<file path="config.mk">
export PLATFORM = sky130hd
export DESIGN_NAME = txreq_tracker
export DESIGN_NICKNAME = d
export VERILOG_FILES = /design/src/rtl/txreq_pkg.sv /design/src/rtl/txreq_bit_cell.sv /design/src/rtl/txreq_popcount.sv /design/src/rtl/txreq_log_strobe.sv /design/src/rtl/txreq_tracker.sv
export SDC_FILE = /design/constraint.sdc
export NUM_CORES = 1
export LEC_CHECK = 0
export ABC_CLOCK_PERIOD_IN_PS = 3600
export BUFFER_PORTS_ARGS = -buffer_cell sky130_fd_sc_hd__buf_2
export CORE_UTILIZATION = 46
export CTS_CLUSTER_DIAMETER = 30
export DETAILED_ROUTE_END_ITERATION = 7
export PLACE_DENSITY = 0.79
export SLEW_MARGIN = 15
export SYNTH_ARGS = -nofsm -noshare
export SYNTH_HDL_FRONTEND = slang
export SYNTH_SLANG_ARGS = --single-unit
</file>
<file path="constraint.sdc">
create_clock -name clk -period 3.6 [get_ports clk]
set_input_delay 0.18 -clock clk [delete_from_list [all_inputs] [get_ports clk]]
set_output_delay 0.18 -clock clk [all_outputs]
set_load 0.05 [all_outputs]
</file>
<file path="src/rtl/txreq_pkg.sv">
package txreq_pkg;

   localparam int unsigned MAX_BUF = 256;

   // Index of the lowest set bit; zero when the vector is empty.
   function automatic logic [7:0] low_index(input logic [MAX_BUF-1:0] vec);
      logic [7:0] idx;
      idx = '0;
      for (int i = MAX_BUF - 1; i >= 0; i--) begin
         if (vec[i]) idx = 8'(i);
      end
      return idx;
   endfunction

endpackage

</file>
<file path="src/rtl/txreq_bit_cell.sv">
module txreq_bit_cell (
   input  logic clk,
   input  logic rst_n,
   input  logic set_i,
   input  logic clr_i,
   input  logic done_i,
   input  logic flag_we_i,
   input  logic flag_d_i,
   output logic req_o,
   output logic log_hit_o
);

   logic evt_q;

   // A hardware clear takes precedence over a host set.
   always_ff @(posedge clk) begin
      if (!rst_n)      req_o <= 1'b0;
      else if (clr_i)  req_o <= 1'b0;
      else if (set_i)  req_o <= 1'b1;
   end

   always_ff @(posedge clk) begin
      if (!rst_n)         evt_q <= 1'b0;
      else if (flag_we_i) evt_q <= flag_d_i;
   end

   assign log_hit_o = done_i & req_o & evt_q;

endmodule

</file>
<file path="src/rtl/txreq_popcount.sv">
module txreq_popcount #(
   parameter int unsigned WIDTH = 8,
   localparam int unsigned CW   = $clog2(WIDTH + 1)
) (
   input  logic [WIDTH-1:0] vec_i,
   output logic [CW-1:0]    cnt_o
);

   always_comb begin
      cnt_o = '0;
      for (int i = 0; i < WIDTH; i++) begin
         cnt_o = cnt_o + CW'(vec_i[i]);
      end
   end

endmodule

</file>
<file path="src/rtl/txreq_log_strobe.sv">
module txreq_log_strobe #(
   parameter int unsigned NUM_BUF = 8,
   localparam int unsigned IDX_W  = $clog2(NUM_BUF)
) (
   input  logic               clk,
   input  logic               rst_n,
   input  logic [NUM_BUF-1:0] hit_i,
   output logic               vld_o,
   output logic [IDX_W-1:0]   idx_o
);
   import txreq_pkg::*;

   logic [MAX_BUF-1:0] hit_wide;
   logic [7:0]         enc;

   assign hit_wide = MAX_BUF'(hit_i);
   assign enc      = low_index(hit_wide);

   always_ff @(posedge clk) begin
      if (!rst_n) begin
         vld_o <= 1'b0;
         idx_o <= '0;
      end else begin
         vld_o <= |hit_i;
         idx_o <= IDX_W'(enc);
      end
   end

endmodule

</file>
<file path="src/rtl/txreq_tracker.sv">
module txreq_tracker #(
   parameter int unsigned NUM_BUF    = 8,
   parameter int unsigned DLC_W      = 8,
   parameter int unsigned EVT_POS    = 5,
   parameter bit          LOG_ENABLE = 1'b1,
   localparam int unsigned IDX_W     = $clog2(NUM_BUF),
   localparam int unsigned CNT_W     = $clog2(NUM_BUF + 1)
) (
   input  logic               clk,
   input  logic               rst_n,
   input  logic               host_wr_en,
   input  logic [NUM_BUF-1:0] host_wr_data,
   input  logic               dlc_wr_en,
   input  logic [IDX_W-1:0]   dlc_wr_idx,
   input  logic [DLC_W-1:0]   dlc_wr_word,
   input  logic               done_vld,
   input  logic [NUM_BUF-1:0] done_onehot,
   input  logic               cancel_vld,
   input  logic [NUM_BUF-1:0] cancel_onehot,
   output logic [NUM_BUF-1:0] pend_mask,
   output logic               all_full,
   output logic [CNT_W-1:0]   pend_cnt,
   output logic               log_vld,
   output logic [IDX_W-1:0]   log_idx
);

   // Elaboration-time parameter checks
   if (NUM_BUF < 2 || NUM_BUF > txreq_pkg::MAX_BUF) begin : g_bad_num
      $error("txreq_tracker: NUM_BUF out of range");
   end
   if (EVT_POS >= DLC_W) begin : g_bad_pos
      $error("txreq_tracker: EVT_POS outside length-code word");
   end

   logic [NUM_BUF-1:0] set_vec;
   logic [NUM_BUF-1:0] done_vec;
   logic [NUM_BUF-1:0] clr_vec;
   logic [NUM_BUF-1:0] hit_vec;

   assign set_vec  = host_wr_en ? host_wr_data  : '0;
   assign done_vec = done_vld   ? done_onehot   : '0;
   assign clr_vec  = done_vec | (cancel_vld ? cancel_onehot : '0);

   for (genvar b = 0; b < NUM_BUF; b++) begin : g_cell
      logic flag_we;
      assign flag_we = LOG_ENABLE && dlc_wr_en && (dlc_wr_idx == IDX_W'(b));
      txreq_bit_cell u_cell (
         .clk       (clk),
         .rst_n     (rst_n),
         .set_i     (set_vec[b]),
         .clr_i     (clr_vec[b]),
         .done_i    (done_vec[b]),
         .flag_we_i (flag_we),
         .flag_d_i  (dlc_wr_word[EVT_POS]),
         .req_o     (pend_mask[b]),
         .log_hit_o (hit_vec[b])
      );
   end

   txreq_popcount #(.WIDTH(NUM_BUF)) u_cnt (
      .vec_i (pend_mask),
      .cnt_o (pend_cnt)
   );

   assign all_full = &pend_mask;

   if (LOG_ENABLE) begin : g_log
      txreq_log_strobe #(.NUM_BUF(NUM_BUF)) u_log (
         .clk   (clk),
         .rst_n (rst_n),
         .hit_i (hit_vec),
         .vld_o (log_vld),
         .idx_o (log_idx)
      );
   end else begin : g_nolog
      logic unused_hits;
      assign unused_hits = |hit_vec;
      assign log_vld = 1'b0;
      assign log_idx = '0;
   end

endmodule

</file>
==> reports/qor.csv, run 1 <==
metric,value,unit
Synth cell types,32,
DR DRC count,0,
multiplexer area fraction after synthesis,0.0646,
vias in the first global route,1021,
largest family of logic cells by synthesized area,simple AND/OR/NAND/NOR gates,
"Clk Latency, worst-skew pair",300,ps
Pwr Density,364,nW/um^2
Initial Util,0.495,
clock skew,10.0,ps
initial DRC count,32,
Worst-path clk slew,120,ps
H-Tree Depth,1,
final net count,229,
Pleak,0.721,nW
CTS tree,built,
via count,1137,
CP endpoint kind,output pin,
hold buffers post-CTS,0,
Hold WS,120,ps
Setup TNS Final,0,ps
Avg Synthesized Cell Area,8.85,sq um
Via density,5.41,
"slowest stage delay, CP",540,ps
Max Cap Viol,0,
RR Endpoint,g_log.u_log.idx_o[1]$_SDFF_PP0_,
"Seq/Total Area, Yosys",0.323,
Worst Path Arrival,3190,ps
Adder-Cell Fraction of Synth Area,0.0949,
Die ar.,2900,sq um
"Non-Filler Cell Area, Final",1480,sq um
Crit path max-delay family,adder cells,
area post-placement,1430,sq um
RSZ-0062 raised after global routing,no,
Layout area overhead,19.7,%
Synth Area in XOR/XNOR,0.00707,
Startpoint Class,flip-flop,
Die H,53.9,um
n_diodes,0,
CP max-delay cell,fa_1,
crit path kind,flip-flop to output pin,
r2r startpoint,g_cell[3].u_cell.req_o$_SDFFE_PP0P_,
CTS max path bufs,2,
syn nets,188,
"Min Clock Period, post-route",3370,ps
Slew @ Worst Pin,330,ps
CTS buffer count,3,
I/O Buffers,50,
Setup-failing EPs final,0,
Final Slew Violations,0,
hold_sp,host_wr_data[5],
CP required,3420,ps
# rows,18,
Die W,53.9,um
hpwl dp,2.21,mm
drt pass-1 iters,4,
fmax,297,MHz
fraction of layout cells with a size suffix above 1,0.344,
#FFs+latches synth,20,
initial antenna violation count,0,
worst path cell trace,ha_1 > inv_1 > fa_1 > fa_1 > inv_1 > fa_1 > inv_1 > fa_1 > inv_1 > buf_4,
status,"complete, no violations",
R2R cell count,4,
post-synthesis compound-gate area fraction,0.107,
Routed Antenna Nets,0,
Synth Instances,140,
Hold Crit Depth,3,
CTS Root Buffer Type,clkbuf_4,
WP buf/inv,5,
grt total ovfl,0,
Hold EP,g_cell[5].u_cell.req_o$_SDFFE_PP0P_,
CTS Sinks,20,
gr usage total,0.214,
RD Place Congestion,0.853,
average routed wire per standard cell,13.3,um
YS warnings,0,
largest net degree at the start of global routing,19,
Hold Path Class,primary input to flip-flop,
IO Pins,58,
Post-Synth Simple-Gate Area,0.289,
routed wire length,2.79,mm
core area,2500,sq um
Fin. Hold Viols,0,
reg2reg setup slack,2440,ps
maximum vdd drop,0.233,mV
crit-path max FO,4,
period utilization,0.936,
Syn Std Cell Area,1240,sq um
Worst slew margin,0.780,
first-pass GRT wire length,4.38,mm
==> how the worst max path moves through the flow <==
stage	cells past startpoint	from	slack (ps)	endpoint
4_1_cts	10	g_cell[0].u_cell.req_o$_SDFFE_PP0P_	120	pend_cnt[1]
3_5_place_dp	10	g_cell[0].u_cell.req_o$_SDFFE_PP0P_	460	pend_cnt[1]
2_1_floorplan	9	g_cell[0].u_cell.req_o$_SDFFE_PP0P_	300	pend_cnt[2]
6_report	10	g_cell[1].u_cell.req_o$_SDFFE_PP0P_	230	pend_cnt[1]
3_3_place_gp	10	g_cell[0].u_cell.req_o$_SDFFE_PP0P_	490	pend_cnt[1]
5_1_grt	10	g_cell[0].u_cell.req_o$_SDFFE_PP0P_	30	pend_cnt[1]
==> worst register-to-register path, stage by stage (launching register included) <==
cell	delay [ps]
dfxtp_1	430
nand4_1	190
nand2_1	170
a31oi_1	60
nor3b_1	240
==> kinds of logic (layout without fill, tap and decap cells) <==
logic type / count (synthesis) / after routing
AND/OR/NAND/NOR: 58 / 58
buffers and inverters: 25 / 65
AO/OA/AOI/OAI: 21 / 21
flip-flops: 20 / 20
multiplexers: 8 / 8
adder cells (fa/ha/maj): 7 / 7
XOR/XNOR: 1 / 1
==> cells in the final DEF (no fill, tap or decap) <==
| cell type | instances |
|---|---|
| a21oi_1 | 10 |
| a22oi_1 | 8 |
| a31oi_1 | 1 |
| buf_2 | 49 |
| buf_4 | 1 |
| bufinv_16 | 1 |
| clkbuf_4 | 3 |
| dfxtp_1 | 19 |
| dfxtp_2 | 1 |
| fa_1 | 4 |
| ha_1 | 3 |
| inv_1 | 11 |
| mux2i_1 | 8 |
| nand2_1 | 13 |
| nand2_4 | 1 |
| nand2b_1 | 1 |
| nand2b_4 | 1 |
| nand3_1 | 2 |
| nand4_1 | 9 |
| nand4_2 | 1 |
| nand4_4 | 1 |
| nand4b_1 | 2 |
| nor2_1 | 12 |
| nor2b_1 | 10 |
| nor3_1 | 1 |
| nor3b_1 | 1 |
| nor3b_2 | 2 |
| nor4b_2 | 1 |
| o211ai_1 | 1 |
| o31a_1 | 1 |
| xnor2_1 | 1 |
==> cells in the mapped netlist <==
| master | instances | share of area |
|---|---|---|
| a21oi_1 | 10 | 0.040 |
| a22oi_1 | 8 | 0.048 |
| a31oi_1 | 1 | 0.0051 |
| buf_1 | 1 | 0.0030 |
| buf_2 | 1 | 0.0040 |
| buf_4 | 8 | 0.048 |
| buf_6 | 2 | 0.018 |
| clkbuf_1 | 1 | 0.0030 |
| clkbuf_2 | 1 | 0.0040 |
| dfxtp_1 | 20 | 0.32 |
| fa_1 | 4 | 0.065 |
| ha_1 | 3 | 0.030 |
| inv_1 | 11 | 0.033 |
| mux2i_1 | 8 | 0.065 |
| nand2_1 | 13 | 0.039 |
| nand2_4 | 1 | 0.0091 |
| nand2b_1 | 1 | 0.0051 |
| nand2b_4 | 1 | 0.011 |
| nand3_1 | 2 | 0.0081 |
| nand4_1 | 9 | 0.045 |
| nand4_2 | 1 | 0.010 |
| nand4_4 | 1 | 0.017 |
| nand4b_1 | 2 | 0.014 |
| nor2_1 | 12 | 0.036 |
| nor2b_1 | 10 | 0.051 |
| nor3_1 | 1 | 0.0040 |
| nor3b_1 | 1 | 0.0061 |
| nor3b_2 | 2 | 0.020 |
| nor4b_2 | 1 | 0.012 |
| o211ai_1 | 1 | 0.0061 |
| o31a_1 | 1 | 0.0071 |
| xnor2_1 | 1 | 0.0071 |
==> report_power, final <==
part           switching [mW]  internal, mW  leakage, nW
logic                  0.0794        0.0420        0.531
registers             0.00717         0.228        0.163
clock network          0.0715         0.112       0.0279
total                   0.158         0.382        0.721
==> layout make-up <==
class	instances	area, sq um
Inverter	11	41.3
Sequential cell	20	402
Fill cell	204	1020
Clock buffer	3	22.5
Timing Repair Buffer	50	253
Tap cell	30	37.5
Clock inverter	1	30.0
Multi-Input combinational cell	95	697
==> repair_timing <==
action                     CTS  global route
buffers inserted             0             0
resized for setup            0             3
setup endpoints to repair    0             1
==> stage by stage <==
| step | util | power, mW | instances | worst slack (ps) |
|---|---|---|---|---|
| 6_report | 0.593 | 0.540 | 210 | 231 |
| 5_1_grt | 0.593 | 0.570 | 210 | 29.8 |
| 4_1_cts | 0.592 | 0.541 | 210 | 117 |
| 3_5_place_dp | 0.571 | 0.360 | 206 | 456 |
| 3_3_place_gp | 0.571 | 0.357 | 206 | 490 |
| 2_1_floorplan | - | 0.330 | 140 | 304 |
==> flip-flops by register name, summed over array words and instances (netlist names) <==
name	count
g_cell.u_cell.evt_q	8
g_log.u_log.vld_o	1
g_cell.u_cell.req_o	8
g_log.u_log.idx_o	3
==> layer usage <==
layer	global-route usage	up-vias	share of wire
met5	0	-	0
met1	0.266	524	0.43
met4	0.0833	0	0.0054
met2	0.364	49	0.49
li1	-	562	-
met3	0.0339	2	0.074
(Power assumes the default switching activity.)
==> run 2: changes to the inputs <==
- ABC_CLOCK_PERIOD_IN_PS: 3600 -> 3450
- CORE_UTILIZATION: 46 -> 40
- PLACE_DENSITY: 0.79 -> 0.7
- clock period: 3.6 -> 3.45 ns (I/O delays scaled with it)
==> run 2 against run 1 <==
Compared with the run above:
- the run now ends with design-rule violations left
- hold slack got worse by 7.1 ps
- sequential share of layout area barely moved
- clock power fell by 23%
- combinational power rose by 8%
- power fell by 4.5%
- highest routed layer unchanged
- setup slack got worse by 85 ps
- cell area rose by 0.59%
- largest power group unchanged
- non-clock buffer count rose by 2
- critical path depth did not move
- global-route usage fell by 2.3 points
- routed wire length rose by 6.3%
- die area rose by 14%
==> reports/qor.csv, run 2 (synthesis results as in run 1) <==
metric,value,unit,change
fmax,303,MHz,
initial DRC count,56,,+75%
Pwr Density,346,nW/um^2,-5.0%
Layout area overhead,20.4,%,
crit path kind,flip-flop to output pin,,
# rows,19,,+1
n_diodes,0,,unchanged
Die W,57.7,um,+7.0%
Setup-failing EPs final,0,,unchanged
crit-path max FO,3,,-1
Routed Antenna Nets,0,,unchanged
drt pass-1 iters,6,,+2
top sig layer,met4,,
Hold Path Class,primary input to flip-flop,,
Setup TNS Final,0,ps,unchanged
final net count,231,,+0.87%
core area,2850,sq um,+14%
Worst slew margin,0.791,,+0.0112
top flop regs,"g_cell.u_cell.evt_q (8), g_cell.u_cell.req_o (8), g_log.u_log.idx_o (3)",,
period utilization,0.958,,
met2 wire length,1.47,mm,+7.7%
Initial Util,0.434,,-0.0613
first-pass GRT wire length,4.80,mm,+9.4%
CTS Sinks,20,,unchanged
vias in the first global route,1077,,+5.5%
IO Pins,58,,unchanged
CTS tree,built,,
"Min Clock Period, post-route",3300,ps,
filler cell count,279,,+37%
initial antenna violation count,0,,unchanged
Final Slew Violations,0,,unchanged
average routed wire per standard cell,13.9,um,+4.8%
Tot Pwr,516,uW,-4.5%
status,finished with violations,,
Worst Path Arrival,3130,ps,-60 ps
"slowest stage delay, CP",550,ps,about the same
routed wire length,2.97,mm,+6.3%
Startpoint Class,flip-flop,,
fraction of layout cells with a size suffix above 1,0.357,,+0.0127
"most common cell after layout, fill and taps aside",buf_2,,
Fin. Hold Viols,0,,unchanged
Worst-path clk slew,120,ps,about the same
Die ar.,3320,sq um,+14%
CTS max path bufs,2,,unchanged
Crit path max-delay family,adder cells,,
RD Place Congestion,0.867,,+1.7%
clock skew,9.61,ps,-0.420 ps
H-Tree Depth,1,,unchanged
"most used cell, CP",inv_1,,
reg2reg setup slack,2240,ps,-200 ps
Pleak,0.725,nW,+0.44%
via count,1116,,-1.8%
DR DRC count,5,,+5
grt total ovfl,0,,unchanged
worst path cell trace,ha_1 > inv_1 > fa_1 > fa_1 > inv_1 > fa_2 > inv_1 > fa_1 > inv_1 > buf_6,,
failing checks,design-rule violations,,
CTS Root Buffer Type,clkbuf_4,,
Max Cap Viol,0,,unchanged
Die H,57.7,um,+7.0%
I/O Buffers,50,,unchanged
largest net degree at the start of global routing,19,,unchanged
maximum vdd drop,0.241,mV,+3.3%
most frequent cells in the layout,"buf_2 (49), dfxtp_1 (19), nand2_1 (13)",,
WP buf/inv,5,,unchanged
hpwl dp,2.40,mm,+8.7%
Via density,5.24,,-3.2%
RSZ-0062 raised after global routing,no,,
met1 wire length,1.24,mm,+3.1%
CP max-delay cell,fa_1,,
routed length on met3,235,um,+13%
CP required,3280,ps,-140 ps
CTS buffer count,3,,unchanged
CP endpoint kind,output pin,,
Slew @ Worst Pin,313,ps,-16.8 ps
gr usage total,0.190,,-0.0234
"Clk Latency, worst-skew pair",310,ps,about the same
run 2: what timing repair did:
item,in CTS,in global routing
gates cloned,0,0
resized for setup,2,3
hold buffers,0,0
endpoints found under the setup margin,1,2
pin swaps,0,1
setup buffers,0,2
run 2: area by class of cell:
type	instances	area, sq um	share of cell area
Inverter	11	41.3	0.0277
Clock buffer	4	36.3	0.0243
Sequential cell	20	404	0.271
Timing Repair Buffer	52	272	0.182
Tap cell	31	38.8	0.0260
Multi-Input combinational cell	95	699	0.469
run 2: per-layer routing:
metal  vias up  GRT usage
li1        563          -
met1       505      0.235
met2        44      0.329
met3         4     0.0446
met4         0     0.0612
met5         -          0
run 2: power by group:
part           total [mW]  internal (mW)  switching (mW)
clock               0.141         0.0644          0.0765
sequential          0.244          0.237         0.00723
combinational       0.131         0.0465          0.0845
run 2: per-stage QoR:
| step | setup slack [ps] | std cells | util | area [sq um] | hold slack, ps |
|---|---|---|---|---|---|
| floorplan | 162 | 140 | - | 1240 | 298 |
| global placement | 320 | 207 | 0.500 | 1430 | 428 |
| detailed placement | 264 | 207 | 0.500 | 1430 | 429 |
| CTS | 30.4 | 211 | 0.514 | 1470 | 111 |
| global route | 2.04 | 213 | 0.523 | 1490 | 115 |
| finish | 145 | 213 | 0.523 | 1490 | 113 |
run 2: path summary, 6_finish.rpt:
path / cells after the start / startpoint / end
max: 10 / g_cell[0].u_cell.req_o$_SDFFE_PP0P_ / pend_cnt[1]
min reg2reg: 2 / g_cell[5].u_cell.evt_q$_SDFFE_PN0P_ / g_cell[5].u_cell.evt_q$_SDFFE_PN0P_
max reg2reg: 4 / g_cell[3].u_cell.req_o$_SDFFE_PP0P_ / g_log.u_log.idx_o[1]$_SDFF_PP0_
min: 3 / host_wr_data[3] / g_cell[3].u_cell.req_o$_SDFFE_PP0P_
run 2: worst min-delay path, cell delays in order:
cell	delay [ps]
buf_2	70
a21oi_1	50
nor2_1	90
==> run 3: changes to the inputs <==
- CTS_CLUSTER_DIAMETER: 30 -> default
- MAX_ROUTING_LAYER: default -> met4
- PLACE_DENSITY: 0.7 -> default
- PLACE_DENSITY_LB_ADDON: default -> 0.15
==> run 3 against run 2 <==
Compared with the run above:
- the flow still finishes with violations (design-rule violations)
- routed wire length shrank 6.8%
- maximum frequency grew 0.52%
- final cell count shrank 0.47%
- clock power grew 36%
- critical endpoint unchanged
- critical path type unchanged
- critical path depth is the same
- register-to-register slack gained 90 ps
- sequential share of layout area shrank 0.097 points
- clock skew shrank 1.5 ps
- setup slack gained 17 ps
- die area is the same
- non-clock buffer count shrank 1
==> reports/qor.csv, run 3 (synthesis results as in run 1) <==
metric,value,unit,change
status,finished with violations,,
failing checks,design-rule violations,,
grt total ovfl,0,,unchanged
gr usage total,0.184,,-0.00615
largest net degree at the start of global routing,19,,unchanged
Hold Path Class,primary input to flip-flop,,
IO Pins,58,,unchanged
multi-input logic area,699,sq um,unchanged
crit path kind,flip-flop to output pin,,
Int Pwr,401,uW,+15%
Tot Pwr,566,uW,+9.8%
CTS max path bufs,2,,unchanged
Hold WS,112,ps,-1.34 ps
r2r startpoint,g_cell[6].u_cell.req_o$_SDFFE_PP0P_,,
"Min Clock Period, post-route",3290,ps,-17.2 ps
initial antenna violation count,0,,unchanged
end point of the critical path,pend_cnt[1],,
H-Tree Depth,1,,unchanged
Setup-failing EPs final,0,,unchanged
period utilization,0.953,,-0.00499
register share of total power,0.431,,-0.042
CP endpoint kind,output pin,,
Die W,57.7,um,unchanged
clock skew,8.07,ps,-1.54 ps
DR DRC count,5,,unchanged
core area,2850,sq um,unchanged
Worst Path Arrival,3110,ps,-20 ps
"Clk Latency, worst-skew pair",300,ps,about the same
hpwl dp,2.23,mm,-7.2%
filler cell count,299,,+7.2%
average routed wire per standard cell,13.0,um,-6.4%
clock share of power,0.339,,+0.066
RSZ-0062 raised after global routing,no,,
RD Place Congestion,0.827,,-4.7%
Worst-path clk slew,120,ps,about the same
Pwr Density,377,nW/um^2,+9.0%
Comb power frac,0.230,,-0.024
Sw Pwr,166,uW,-1.4%
I/O Buffers,50,,unchanged
Final Slew Violations,0,,unchanged
most frequent cells in the layout,"buf_2 (49), dfxtp_1 (18), nand2_1 (13)",,
via count,1098,,-1.6%
Die ar.,3320,sq um,unchanged
# rows,19,,unchanged
Post-Place Setup Slack,288,ps,+24.9 ps
"Non-Filler Cell Area, Final",1500,sq um,+0.67%
crit-path max FO,4,,+1
Initial Util,0.434,,unchanged
vias in the first global route,1019,,-5.4%
fraction of layout cells with a size suffix above 1,0.359,,+0.00197
Routed Antenna Nets,0,,unchanged
fin cells,212,,-0.47%
CTS Sinks,20,,unchanged
routed wire length,2.76,mm,-6.8%
maximum vdd drop,0.197,mV,-18%
Setup TNS Final,0,ps,unchanged
first-pass GRT wire length,4.55,mm,-5.2%
n_diodes,0,,unchanged
placed instance count,207,,unchanged
final net count,230,,-0.43%
top flop regs,"g_cell.u_cell.evt_q (8), g_cell.u_cell.req_o (8), g_log.u_log.idx_o (3)",,
fin util,0.526,,+0.00351
Slew @ Worst Pin,330,ps,+16.4 ps
Fin. Hold Viols,0,,unchanged
hold buffers post-CTS,0,,unchanged
Layout area overhead,21.2,%,
Via density,5.18,,-1.1%
Final WS setup,163,ps,+17.2 ps
Die H,57.7,um,unchanged
R2R cell count,4,,unchanged
reg2reg setup slack,2330,ps,+90 ps
Hold Crit Depth,3,,unchanged
CP required,3280,ps,about the same
CTS buffer count,3,,unchanged
"most common cell after layout, fill and taps aside",buf_2,,
Sw Ratio,0.293,,-0.0332
crit path launch,g_cell[0].u_cell.req_o$_SDFFE_PP0P_,,
Startpoint Class,flip-flop,,
CTS tree,built,,
RR Endpoint,g_log.u_log.idx_o[0]$_SDFF_PP0_,,
CTS Root Buffer Type,clkbuf_4,,
register area,405,sq um,+0.31%
Worst slew margin,0.780,,-0.0109
Pleak,0.727,nW,+0.28%
initial DRC count,41,,-27%
Max Cap Viol,0,,unchanged
area post-placement,1430,sq um,unchanged
fmax,304,MHz,+0.52%
drt pass-1 iters,6,,unchanged
[run 3: cell types whose count changed in the layout (fill, tap and decap cells not counted)]
cell       delta
buf_4         -1
bufinv_16     +1
clkbuf_8      -1
dfxtp_1       -1
dfxtp_2       +1
[run 3: layout make-up]
cell class | instances | share of cell area
multi-input cells | 95 | 0.466
clock inverters | 1 | 0.0200
inverters | 11 | 0.0275
well taps | 31 | 0.0258
flip-flops and latches | 20 | 0.270
clock buffers | 3 | 0.0150
repair buffers | 51 | 0.176
[run 3: worst min-delay path by stage]
stage	start	to	slack, ps
3_3_place_gp	host_wr_data[2]	g_cell[2].u_cell.req_o$_SDFFE_PP0P_	430
2_1_floorplan	rst_n	g_log.u_log.idx_o[0]$_SDFF_PP0_	300
6_report	host_wr_data[6]	g_cell[6].u_cell.req_o$_SDFFE_PP0P_	110
5_1_grt	host_wr_data[1]	g_cell[1].u_cell.req_o$_SDFFE_PP0P_	110
4_1_cts	host_wr_data[6]	g_cell[6].u_cell.req_o$_SDFFE_PP0P_	110
3_5_place_dp	host_wr_data[2]	g_cell[2].u_cell.req_o$_SDFFE_PP0P_	430
[run 3: power groups by stage]
stage	registers [mW]	logic (mW)	clock network (mW)
finish	0.244	0.130	0.192
global route	0.245	0.142	0.209
CTS	0.245	0.128	0.197
detailed placement	0.250	0.126	0
global placement	0.250	0.124	0
floorplan	0.248	0.0960	0
[run 3: critical path: stages (launching register included)]
cell and delay (ps):
dfxtp_4 370, ha_1 290, inv_1 70, fa_1 440, fa_1 550, inv_1 60, fa_2 350, inv_1 70
fa_1 400, inv_1 70, buf_6 150
[run 3: routing by layer]
layer  share of wire  up-vias  GRT usage  routed length, um
li1                -      559          -                  -
met1            0.46      493      0.250               1280
met2            0.46       42      0.282               1260
met3           0.068        4     0.0290                189
met4           0.012        0     0.0612                 32
met5               0        -          -                  0
[run 3: what timing repair did]
action                                 4_1_cts  5_1_grt
gates resized for setup                      2        4
endpoints found under the hold margin        0        0
setup buffers                                0        1
pin swaps                                    0        1
setup endpoints to repair                    1        1
